**src/rtl/rvalu_pkg.sv**
```systemverilog
package rvalu_pkg;

    typedef enum logic [3:0] {
        OP_ADD,
        OP_SUB,
        OP_SLL,
        OP_SLT,
        OP_SLTU,
        OP_XOR,
        OP_SRL,
        OP_SRA,
        OP_OR,
        OP_AND
    } alu_op_e;

    localparam logic [2:0] F3_ADDSUB = 3'b000;
    localparam logic [2:0] F3_SLL    = 3'b001;
    localparam logic [2:0] F3_SLT    = 3'b010;
    localparam logic [2:0] F3_SLTU   = 3'b011;
    localparam logic [2:0] F3_XOR    = 3'b100;
    localparam logic [2:0] F3_SHR    = 3'b101;
    localparam logic [2:0] F3_OR     = 3'b110;
    localparam logic [2:0] F3_AND    = 3'b111;

    // Subtract only exists in register form; arithmetic shift in both forms.
    function automatic alu_op_e decode_op(input logic [2:0] f3,
                                          input logic       alt,
                                          input logic       imm);
        case (f3)
            F3_ADDSUB: return (alt && !imm) ? OP_SUB : OP_ADD;
            F3_SLL:    return OP_SLL;
            F3_SLT:    return OP_SLT;
            F3_SLTU:   return OP_SLTU;
            F3_XOR:    return OP_XOR;
            F3_SHR:    return alt ? OP_SRA : OP_SRL;
            F3_OR:     return OP_OR;
            default:   return OP_AND;
        endcase
    endfunction

    typedef struct packed {
        logic right;
        logic arith;
    } shift_mode_t;

endpackage

```
**src/rtl/rvalu_decode.sv**
```systemverilog
module rvalu_decode
    import rvalu_pkg::*;
(
    input  logic [2:0]  funct3_i,
    input  logic        alt_i,
    input  logic        imm_sel_i,
    output alu_op_e     op_o,
    output shift_mode_t shmode_o,
    output logic        subtract_o,
    output logic        cmp_signed_o
);
    always_comb begin
        op_o           = decode_op(funct3_i, alt_i, imm_sel_i);
        shmode_o.right = (op_o == OP_SRL) || (op_o == OP_SRA);
        shmode_o.arith = (op_o == OP_SRA);
        subtract_o     = (op_o == OP_SUB);
        cmp_signed_o   = (op_o == OP_SLT);
    end
endmodule

```
**src/rtl/rvalu_shifter.sv**
```systemverilog
module rvalu_shifter
    import rvalu_pkg::*;
#(
    parameter int W = 32
) (
    input  logic [W-1:0]         data_i,
    input  logic [$clog2(W)-1:0] amt_i,
    input  shift_mode_t          mode_i,
    output logic [W-1:0]         data_o
);
    localparam int SHW = $clog2(W);

    logic [W-1:0] rev_in;
    logic [W-1:0] rev_out;
    logic [W-1:0] stage [SHW+1];
    logic         fill;

    // Left shifts run through the right shifter on a bit-reversed operand.
    for (genvar i = 0; i < W; i++) begin : g_rev
        assign rev_in[i]  = data_i[W-1-i];
        assign rev_out[i] = stage[SHW][W-1-i];
    end

    assign fill     = mode_i.arith & data_i[W-1];
    assign stage[0] = mode_i.right ? data_i : rev_in;

    for (genvar s = 0; s < SHW; s++) begin : g_stage
        localparam int STEP = 1 << s;
        assign stage[s+1] = amt_i[s]
                          ? {{STEP{fill}}, stage[s][W-1:STEP]}
                          : stage[s];
    end

    assign data_o = mode_i.right ? stage[SHW] : rev_out;
endmodule

```
**src/rtl/rvalu_compare.sv**
```systemverilog
module rvalu_compare #(
    parameter int W = 32
) (
    input  logic [W-1:0] a_i,
    input  logic [W-1:0] b_i,
    input  logic         signed_i,
    output logic         lt_o
);
    logic [W:0] ea;
    logic [W:0] eb;
    logic [W:0] diff;

    // One extra bit turns either comparison into the borrow of a subtraction.
    assign ea   = {signed_i & a_i[W-1], a_i};
    assign eb   = {signed_i & b_i[W-1], b_i};
    assign diff = ea - eb;
    assign lt_o = diff[W];
endmodule

```
**src/rtl/rv_int_alu.sv**
```systemverilog
module rv_int_alu
    import rvalu_pkg::*;
#(
    parameter int XLEN = 32
) (
    input  logic [2:0]      funct3_i,
    input  logic            alt_i,
    input  logic            imm_sel_i,
    input  logic [XLEN-1:0] src_a_i,
    input  logic [XLEN-1:0] src_b_i,
    output logic [XLEN-1:0] result_o
);
    localparam int SHW = $clog2(XLEN);

    alu_op_e     op;
    shift_mode_t shmode;
    logic        subtract;
    logic        cmp_signed;
    logic [XLEN-1:0] addsub;
    logic [XLEN-1:0] b_eff;
    logic [XLEN-1:0] shifted;
    logic            lt;

    rvalu_decode u_decode (
        .funct3_i    (funct3_i),
        .alt_i       (alt_i),
        .imm_sel_i   (imm_sel_i),
        .op_o        (op),
        .shmode_o    (shmode),
        .subtract_o  (subtract),
        .cmp_signed_o(cmp_signed)
    );

    // One adder serves both add and subtract: invert B and carry in one.
    assign b_eff  = subtract ? ~src_b_i : src_b_i;
    assign addsub = src_a_i + b_eff + {{(XLEN-1){1'b0}}, subtract};

    rvalu_shifter #(.W(XLEN)) u_shift (
        .data_i(src_a_i),
        .amt_i (src_b_i[SHW-1:0]),
        .mode_i(shmode),
        .data_o(shifted)
    );

    rvalu_compare #(.W(XLEN)) u_cmp (
        .a_i     (src_a_i),
        .b_i     (src_b_i),
        .signed_i(cmp_signed),
        .lt_o    (lt)
    );

    always_comb begin
        case (op)
            OP_ADD, OP_SUB:          result_o = addsub;
            OP_SLL, OP_SRL, OP_SRA:  result_o = shifted;
            OP_SLT, OP_SLTU:         result_o = {{(XLEN-1){1'b0}}, lt};
            OP_XOR:                  result_o = src_a_i ^ src_b_i;
            OP_OR:                   result_o = src_a_i | src_b_i;
            default:                 result_o = src_a_i & src_b_i;
        endcase
    end
endmodule

```
**config.mk**
```make
export PLATFORM = sky130hd
export DESIGN_NAME = rv_int_alu
export DESIGN_NICKNAME = d
export VERILOG_FILES = /design/src/rtl/rvalu_pkg.sv /design/src/rtl/rvalu_decode.sv /design/src/rtl/rvalu_shifter.sv /design/src/rtl/rvalu_compare.sv /design/src/rtl/rv_int_alu.sv
export SDC_FILE = /design/constraint.sdc
export NUM_CORES = 1
export LEC_CHECK = 0
export BUFFER_PORTS_ARGS = -buffer_cell sky130_fd_sc_hd__buf_4
export CAP_MARGIN = 5
export CORE_ASPECT_RATIO = 0.7
export CORE_MARGIN = 5
export CORE_UTILIZATION = 40
export DETAILED_ROUTE_END_ITERATION = 6
export GPL_TIMING_DRIVEN = 0
export MAX_ROUTING_LAYER = met4
export SYNTH_ARGS = -nofsm -noshare
export SYNTH_HDL_FRONTEND = slang
export SYNTH_SLANG_ARGS = --single-unit
export TNS_END_PERCENT = 50
```
**constraint.sdc**
```tcl
create_clock -name vclk -period 7.4
set_clock_uncertainty 0.1 [all_clocks]
set_input_delay 1.48 -clock vclk [all_inputs]
set_output_delay 1.48 -clock vclk [all_outputs]
set_load 0.05 [all_outputs]
```
Word-level counts from Yosys, hierarchy flattened
Cells that the tools add are included.

storage, ports and cells
  register bits after elaboration = 0
  latch bits = 0
  bits in writable memories = 0
  bits in read-only memories = 0
  input port bits = 69
  output and inout bits = 32
  word-level logic and storage cells = 44
  memories kept = 0

cells by class
  add/sub/neg operators = 3
  $mul = 0
  div/mod/pow operators = 0
  magnitude comparators = 0
  equal/unequal tests = 14
  shifts and indexed selects = 0
  mux-type cells = 12
  bitwise logic cells = 7
  reductions and logical operators = 8

operators by type and width
  cell                count
  $mux 32             8
  $pmux 32 s5         1
  $sub 33x33->33      1
  $add 32x1->32       1
  $add 32x32->32      1
  $and 32x32->32      1
  $not 32->32         1
  $or 32x32->32       1
  $xor 32x32->32      1
  $pmux 4 s7          1
  $eq 4x3->1 const B  4
  $eq 3x3->1 const B  3
  $eq 4x2->1 const B  2
  $eq 3x2->1 const B  2
  $eq 4x1->1 const B  1
  $eq 4x4->1 const B  1
  $logic_not 4->1     1
  $reduce_or 2->1     2
  $and 1x1->1         3
  $eq 3x1->1 const B  1
  $logic_not 3->1     1
  $reduce_or 3->1     1
  $mux 1              2
  $logic_and 1x1->1   1
  2 further kinds     2

Logic depth before layout (Yosys ltp)
Gate-level depths: netlist of the first run.

  depth in word-level cells = 14
  gate-level depth with buffers = 19
  depth with buffers taken out = 15

Hierarchy
From an unflattened synthesis of the first run, not the netlist that was laid out.

unflattened totals
  cell total of the unflattened synthesis = 1180
  area, all modules = 8615.8 um^2

modules (own cells, without submodules)
  module         times used  cells each  area each (um^2)  seq. area each (um^2)
  rv_int_alu     1           620         4277.9            0.0
  rvalu_shifter  1           429         3408.3            0.0
  rvalu_compare  1           117         817.0             0.0
  rvalu_decode   1           14          112.6             0.0

Worst setup path after synthesis of the first run
No wires, ideal clock.

  path kind = in2out
  from = input funct3_i[1]
  to = output result_o[22]
  arrival time = 5.872 ns
  data required time = 5.820 ns
  setup slack = -0.052 ns
  stages on the path = 18
  path through = buf_6 or2_2 clkbuf_1 nor2_1 nand3b_1 clkbuf_1 buf_1 xnor2_1 ha_1 o21a_1 o211a_1 a221o_1 a31oi_1 o21ai_1 a211o_1 o21ai_0 xor2_1 o211ai_1

on the way
  longest elaborated chain between the ends = 12
  elaborated cells on any way between the ends = 33
  those cells by class = 2 x add/sub; 14 x eq/ne; 10 x mux; 1 x bitwise; 6 x reduce/logical

ends and longest elaborated chain
  item                                                                    RTL line          RTL
  from (decl)                                                             rv_int_alu.sv:6   input logic [2:0] funct3_i,
  $eq 3x3->1 (tied with other cells)                                      rvalu_pkg.sv:29   case (f3)
  $pmux 4 s7 (*)                                                          rvalu_pkg.sv:29
  parallel branches: the longest is 9 deep, another holds $add 32x32->32  --
  $pmux 32 s5 (*)                                                         rv_int_alu.sv:53  case (op)
  to (decl)                                                               rv_int_alu.sv:11  output logic [XLEN-1:0] result_o

Mark *: on every way between the ends.

Worst setup path after layout of the first run
  from = input src_b_i[2]
  to = output result_o[0]

on the way
  longest elaborated chain between the ends = 5
  elaborated cells on any way between the ends = 6
  those cells by class = 1 x add/sub; 5 x mux

ends and longest elaborated chain
  item                                                                    RTL line          RTL
  from (decl)                                                             rv_int_alu.sv:10  input logic [XLEN-1:0] src_b_i,
  parallel branches: the longest is 4 deep, another holds $sub 33x33->33  --
  $pmux 32 s5 (*)                                                         rv_int_alu.sv:53

Marks and branches as above.

==> results.md, run 1 <==
* Dpl ws at -1.260 ns
* # IOs at 101
* Setup crit start kind: input port
* Post-synthesis mux area share at 20.54%
* Vias/cell at 6.676
* Critical path data arrival time at 5.79 ns
* Hold WC Path Type: input port to output pin
* Seq_cells at 0
* N_diodes at 0
* Routed len/inst at 28.49 µm
* P_leak at 3.997 nW
* Final wirelength at 38.34 mm
* Beginning of the worst hold path: src_b_i[5]
* Hold Path End: result_o[5]
* Status: finished, final reports clean
* Simple logic cell fraction of the synthesized area at 15.23%
* DRT antenna net count at 0
* Synthesized net count at 1209
* RSZ-0062 raised after global routing: false
* GRT Residual Overflow at 0
* Worst slew margin at 16.53%
* CP bufs+invs at 6
* Crit share post-route at 99.55%
* Crit path max fanout at 11
* YS warnings at 0
* Vias in the first global route at 8107
* Dominant cells by area after synthesis: ha_1 22%, mux4_2 13%, a21oi_1 7.0%, mux2i_1 6.8%, xnor2_1 5.9%
* Final worst slack at 0.03338 ns
* Crit path max-delay family: buffers and inverters
* Number of setup violations in the final report at 0
* CLK BUF at 0
* CP endpoint kind: output pin
* Mean Syn Cell Area at 7.431 µm²
* Largest net degree at the start of global routing at 12
* CP Class: input port to output pin
* Drt first pass iters at 5
* Non-filler instance count after layout at 1346
* Drc violations at 0
* Total Routing Usage GR at 34.42%
* Total of max-cap violations at 0
* Core area at 18210 µm²
* Final net count at 1315
* Adder-Cell Fraction of Synth Area at 22.53%
* Die width at 173.4 µm
* Slowest stage delay, CP at 0.64 ns
* Storage cell area at 0 µm²
* Synth Instances at 1006
* F_max at 135.7 MHz
* Share of layout cells above drive strength 1 at 18.11%
* Area grow syn2layout at 16.40%
* IO buf count at 101
* Initial antenna violation count at 0
* Cell taking the most area after synthesis: ha_1
* Vias after detailed routing at 8986
* Num rows at 41
* Placed insts at 1343
* Final GP Congestion at 1.043
* Synthesized-area fraction occupied by xor and xnor cells at 7.264%
* Hpwl dp at 31.36 mm
* First-pass GRT wire length at 55.43 mm
* Synthesized area at 7476 µm²
* Critical-path cell list: buf_4 > buf_2 > inv_2 > buf_1 > buf_1 > ha_1 > nand2b_1 > o311ai_2 > a2bb2oi_1 > a211oi_1 > o221ai_1 > a21oi_1 > o21ai_0 > xor2_1 > o21ai_0 > buf_4
* # fillers at 1872
* Worst vdd ir at 0.00005547 V
* Highest-delay cell along the critical path: buf_1
* Worst-Margin Slew at 1.236 ns
* Hold Path Depth at 5
* Die area at 21570 µm²
* Die Y at 124.4 µm
* Number of slew-limit violations in the final report at 0
* First-iteration detailed-routing DRC count at 1413
* Top post-synthesis cells by count: 133 x ha_1, 105 x a21oi_1, 96 x nor2_1, 80 x inv_1, 74 x nand2_1
* Top-count cell post-synth: ha_1
* Post-synthesis sequential area ratio at 0%
* Yosys top cell area share at 22.26%
* CTS hold repair buffers at 0
* Final Hold Fails at 0
* Combinational family with the most area after synthesis: compound AO/OA/AOI/OAI gates
* Initial Util at 41.05%
* Complex-gate fraction of the synthesized area at 26.58%
* WP data required at 5.82 ns
* Synth unique cells at 68
* Min cycle time layout at 7.367 ns
* Power Density at 96.03 nW/µm²
worst max path at each step:
stage | from | end | slack (ns) | depth (start not counted)
3_5_place_dp | funct3_i[1] | result_o[28] | -1.26 | 21
5_1_grt | src_b_i[2] | result_o[0] | 0.04 | 16
3_3_place_gp | funct3_i[1] | result_o[28] | -1.22 | 21
4_1_cts | funct3_i[1] | result_o[26] | 0.01 | 19
6_report | src_b_i[2] | result_o[0] | 0.03 | 16
2_1_floorplan | funct3_i[1] | result_o[22] | 0.03 | 18
kinds of logic after synthesis:
| group | count (synthesis) |
|---|---|
| AO/OA/AOI/OAI | 311 |
| XOR/XNOR | 62 |
| adder cells (fa/ha/maj) | 134 |
| buffers and inverters | 146 |
| multiplexers | 100 |
| AND/OR/NAND/NOR | 253 |
placed cells by master, fill, tap and decap left out, types with 5 or more instances in the layout:
cell type,n
a31oi_1,18
xnor2_1,49
o21bai_1,10
nor2_1,95
o22ai_1,11
buf_4,109
o221ai_1,6
xor2_1,12
nand2b_1,9
a211oi_1,13
o211ai_1,13
a21o_1,13
mux2_2,7
buf_2,9
a22oi_1,13
inv_1,80
ha_1,132
mux2i_1,51
buf_1,7
mux4_2,42
nand3_1,18
nor3_1,14
nand2_1,74
or3_1,5
o21ai_0,50
a221oi_1,7
nor2b_1,6
a21oi_1,104
clkbuf_1,34
per-stage QoR:
| stage | total power [mW] | TNS, ns | util (%) | cell area (µm²) | hold slack, ns |
|---|---|---|---|---|---|
| global placement | 0.7899 | -19.36 | 46.85 | 8532 | 3.411 |
| detailed placement | 0.7827 | -19.40 | 46.85 | 8532 | 3.421 |
| floorplan | 0.4992 | 0 | - | 7478 | 3.299 |
| finish | 0.8356 | 0 | 47.78 | 8702 | 3.420 |
| global route | 0.8770 | 0 | 47.78 | 8702 | 3.486 |
| CTS | 0.7965 | 0 | 47.30 | 8615 | 3.424 |
layer usage:
metal	global-route usage [%]	wire, µm
met4	4.221	775
met3	7.069	4383
met2	45.75	15040
met5	-	0
met1	53.84	18150
worst min-delay path: stages:
cell	delay, ns
buf_4	0.10
ha_1	0.13
nor2_1	0.04
nor2_1	0.08
buf_4	0.20
report_power, final:
part	leakage, nW	switching, mW	total (mW)	internal (mW)
logic	4.00	0.543	0.836	0.293
clock network	0	0	0	0
registers	0	0	0	0
cell type report:
type,count,area [µm²],area share [%]
buffer,60,284.0,3.264
inverter,84,315.3,3.623
multi-input combinational,860,7012,80.58
tap,236,295.3,3.393
timing repair buffer,106,795.8,9.144
timing repair:
action / 4_1_cts / 5_1_grt
buffers inserted: 1 / 4
pin swaps: 2 / 4
setup endpoints to repair: 27 / 14
resized for setup: 24 / 19
endpoints found under the hold margin: 0 / 0
(Power assumes the default switching activity.)
==> run 2, diff against run 1 <==
==> constraint.sdc (replaced) <==
create_clock -name vclk -period 9.2
set_clock_uncertainty 0.1 [all_clocks]
set_input_delay 1.84 -clock vclk [all_inputs]
set_output_delay 1.84 -clock vclk [all_outputs]
set_load 0.01 [all_outputs]
==> run 2 against run 1 <==
Sequential share of layout area did not move. Critical endpoint is now result_o[31]. Highest routed layer unchanged. Die area stayed put. Critical path depth up 4. Largest cell class unchanged.
==> results.md, run 2 (synthesized netlist as in run 1, its figures left out) <==
* Min cycle time layout at 9.024 ns
* Final worst slack at 0.1764 ns
* Largest net degree at the start of global routing at 12
* Total of max-cap violations at 0
* Final wirelength at 38.42 mm
* Non-filler instance count after layout at 1344
* Vias/cell at 6.604
* Crit share post-route at 98.08%
* Drt first pass iters at 5
* Worst slew margin at 31.97%
* IO buf count at 101
* Commonest non-fill, non-tap cell in the layout: ha_1
* Most frequent cells in the layout: 133 x ha_1, 105 x a21oi_1, 103 x buf_4
* Die width at 173.4 µm
* Die Y at 124.4 µm
* Routed len/inst at 28.58 µm
* First-iteration detailed-routing DRC count at 1323
* First-pass GRT wire length at 55.47 mm
* Area grow syn2layout at 14.56%
* WP data required at 7.26 ns
* # fillers at 1856
* Drc violations at 0
* Storage cell area at 0 µm²
* Num rows at 41
* Post-CTS Setup Bufs at 0
* GRT Residual Overflow at 0
* Vias in the first global route at 8146
* F_max at 110.8 MHz
* CP Class: input port to output pin
* Die area at 21570 µm²
* Dpl ws at -0.5918 ns
* CLK BUF at 0
* Seq_cells at 0
* Initial Util at 41.05%
* Number of setup violations in the final report at 0
* DRT antenna net count at 0
* Critical path data arrival time at 7.08 ns
* CP endpoint kind: output pin
* Status: finished, final reports clean
* Final net count at 1312
* # IOs at 101
* Final GP Congestion at 1.082
* Crit path max fanout at 10
* Hold Path Depth at 5
* Number of slew-limit violations in the final report at 0
* Core area at 18210 µm²
* Vias after detailed routing at 8876
* Initial antenna violation count at 2
* Hold WC Path Type: input port to output pin
* Worst-Margin Slew at 1.008 ns
* Share of layout cells above drive strength 1 at 16.17%
* RSZ-0062 raised after global routing: false
* Util after Layout at 47.03%
* Final Hold Fails at 0
* Setup crit start kind: input port
* Total Routing Usage GR at 34.52%
* Placed insts at 1343
* Hpwl dp at 31.53 mm
* Multi-input gate area at 6917 µm²
-- run 2: cell types whose count changed in the layout (fill, tap and decap cells not counted), moves of 2 or more --
cell,previous run,this run
buf_4,109,103
clkbuf_1,34,38
a211oi_1,13,16
a211oi_2,2,0
o21ai_2,3,1
-- run 2: worst paths after layout --
kind | slack [ns] | start | endpoint
hold / removal | 4.05 | src_b_i[5] | result_o[5]
setup / recovery | 0.18 | funct3_i[1] | result_o[31]
-- run 2: metrics by stage --
stage | hold slack, ns | setup TNS (ns) | cell area [µm²]
after floorplan | 3.871 | 0 | 7476
after global placement | 4.049 | -3.007 | 8529
after detailed placement | 4.045 | -3.932 | 8529
after CTS | 4.049 | -0.002897 | 8539
after global routing | 4.092 | 0 | 8564
final | 4.045 | 0 | 8564
-- run 2: repair_timing --
action,in CTS,in global routing
gates resized for setup,4,7
endpoints found under the setup margin,14,9
hold buffers,0,0
-- run 2: layout make-up --
type | count | area share, %
Tap cell | 236 | 3.448
Timing Repair Buffer | 101 | 8.853
Inverter | 84 | 3.682
Multi-Input combinational cell | 860 | 80.76
Buffer | 62 | 3.229
Antenna cell | 1 | 0.02922
-- run 2: routing by layer --
layer,global-route usage [%],vias to the layer above,wire (µm)
met5,-,-,0
met4,3.752,0,624
met3,10.22,46,4992
met2,45.82,624,14820
met1,52.33,4307,17980
li1,-,3899,-
-- run 2: worst max-delay path, stage by stage --
cell,delay [ns]
buf_4,0.12
buf_6,0.13
or2_2,0.29
clkbuf_1,0.30
nor2_4,0.41
nand3b_1,0.12
clkbuf_1,0.30
buf_2,0.33
xnor2_1,0.17
ha_1,0.40
nand4b_1,0.14
o211ai_2,0.44
o211ai_1,0.21
o211a_1,0.22
a211oi_1,0.59
o21bai_1,0.14
a32oi_1,0.43
nand3_1,0.13
a31oi_1,0.21
buf_4,0.15
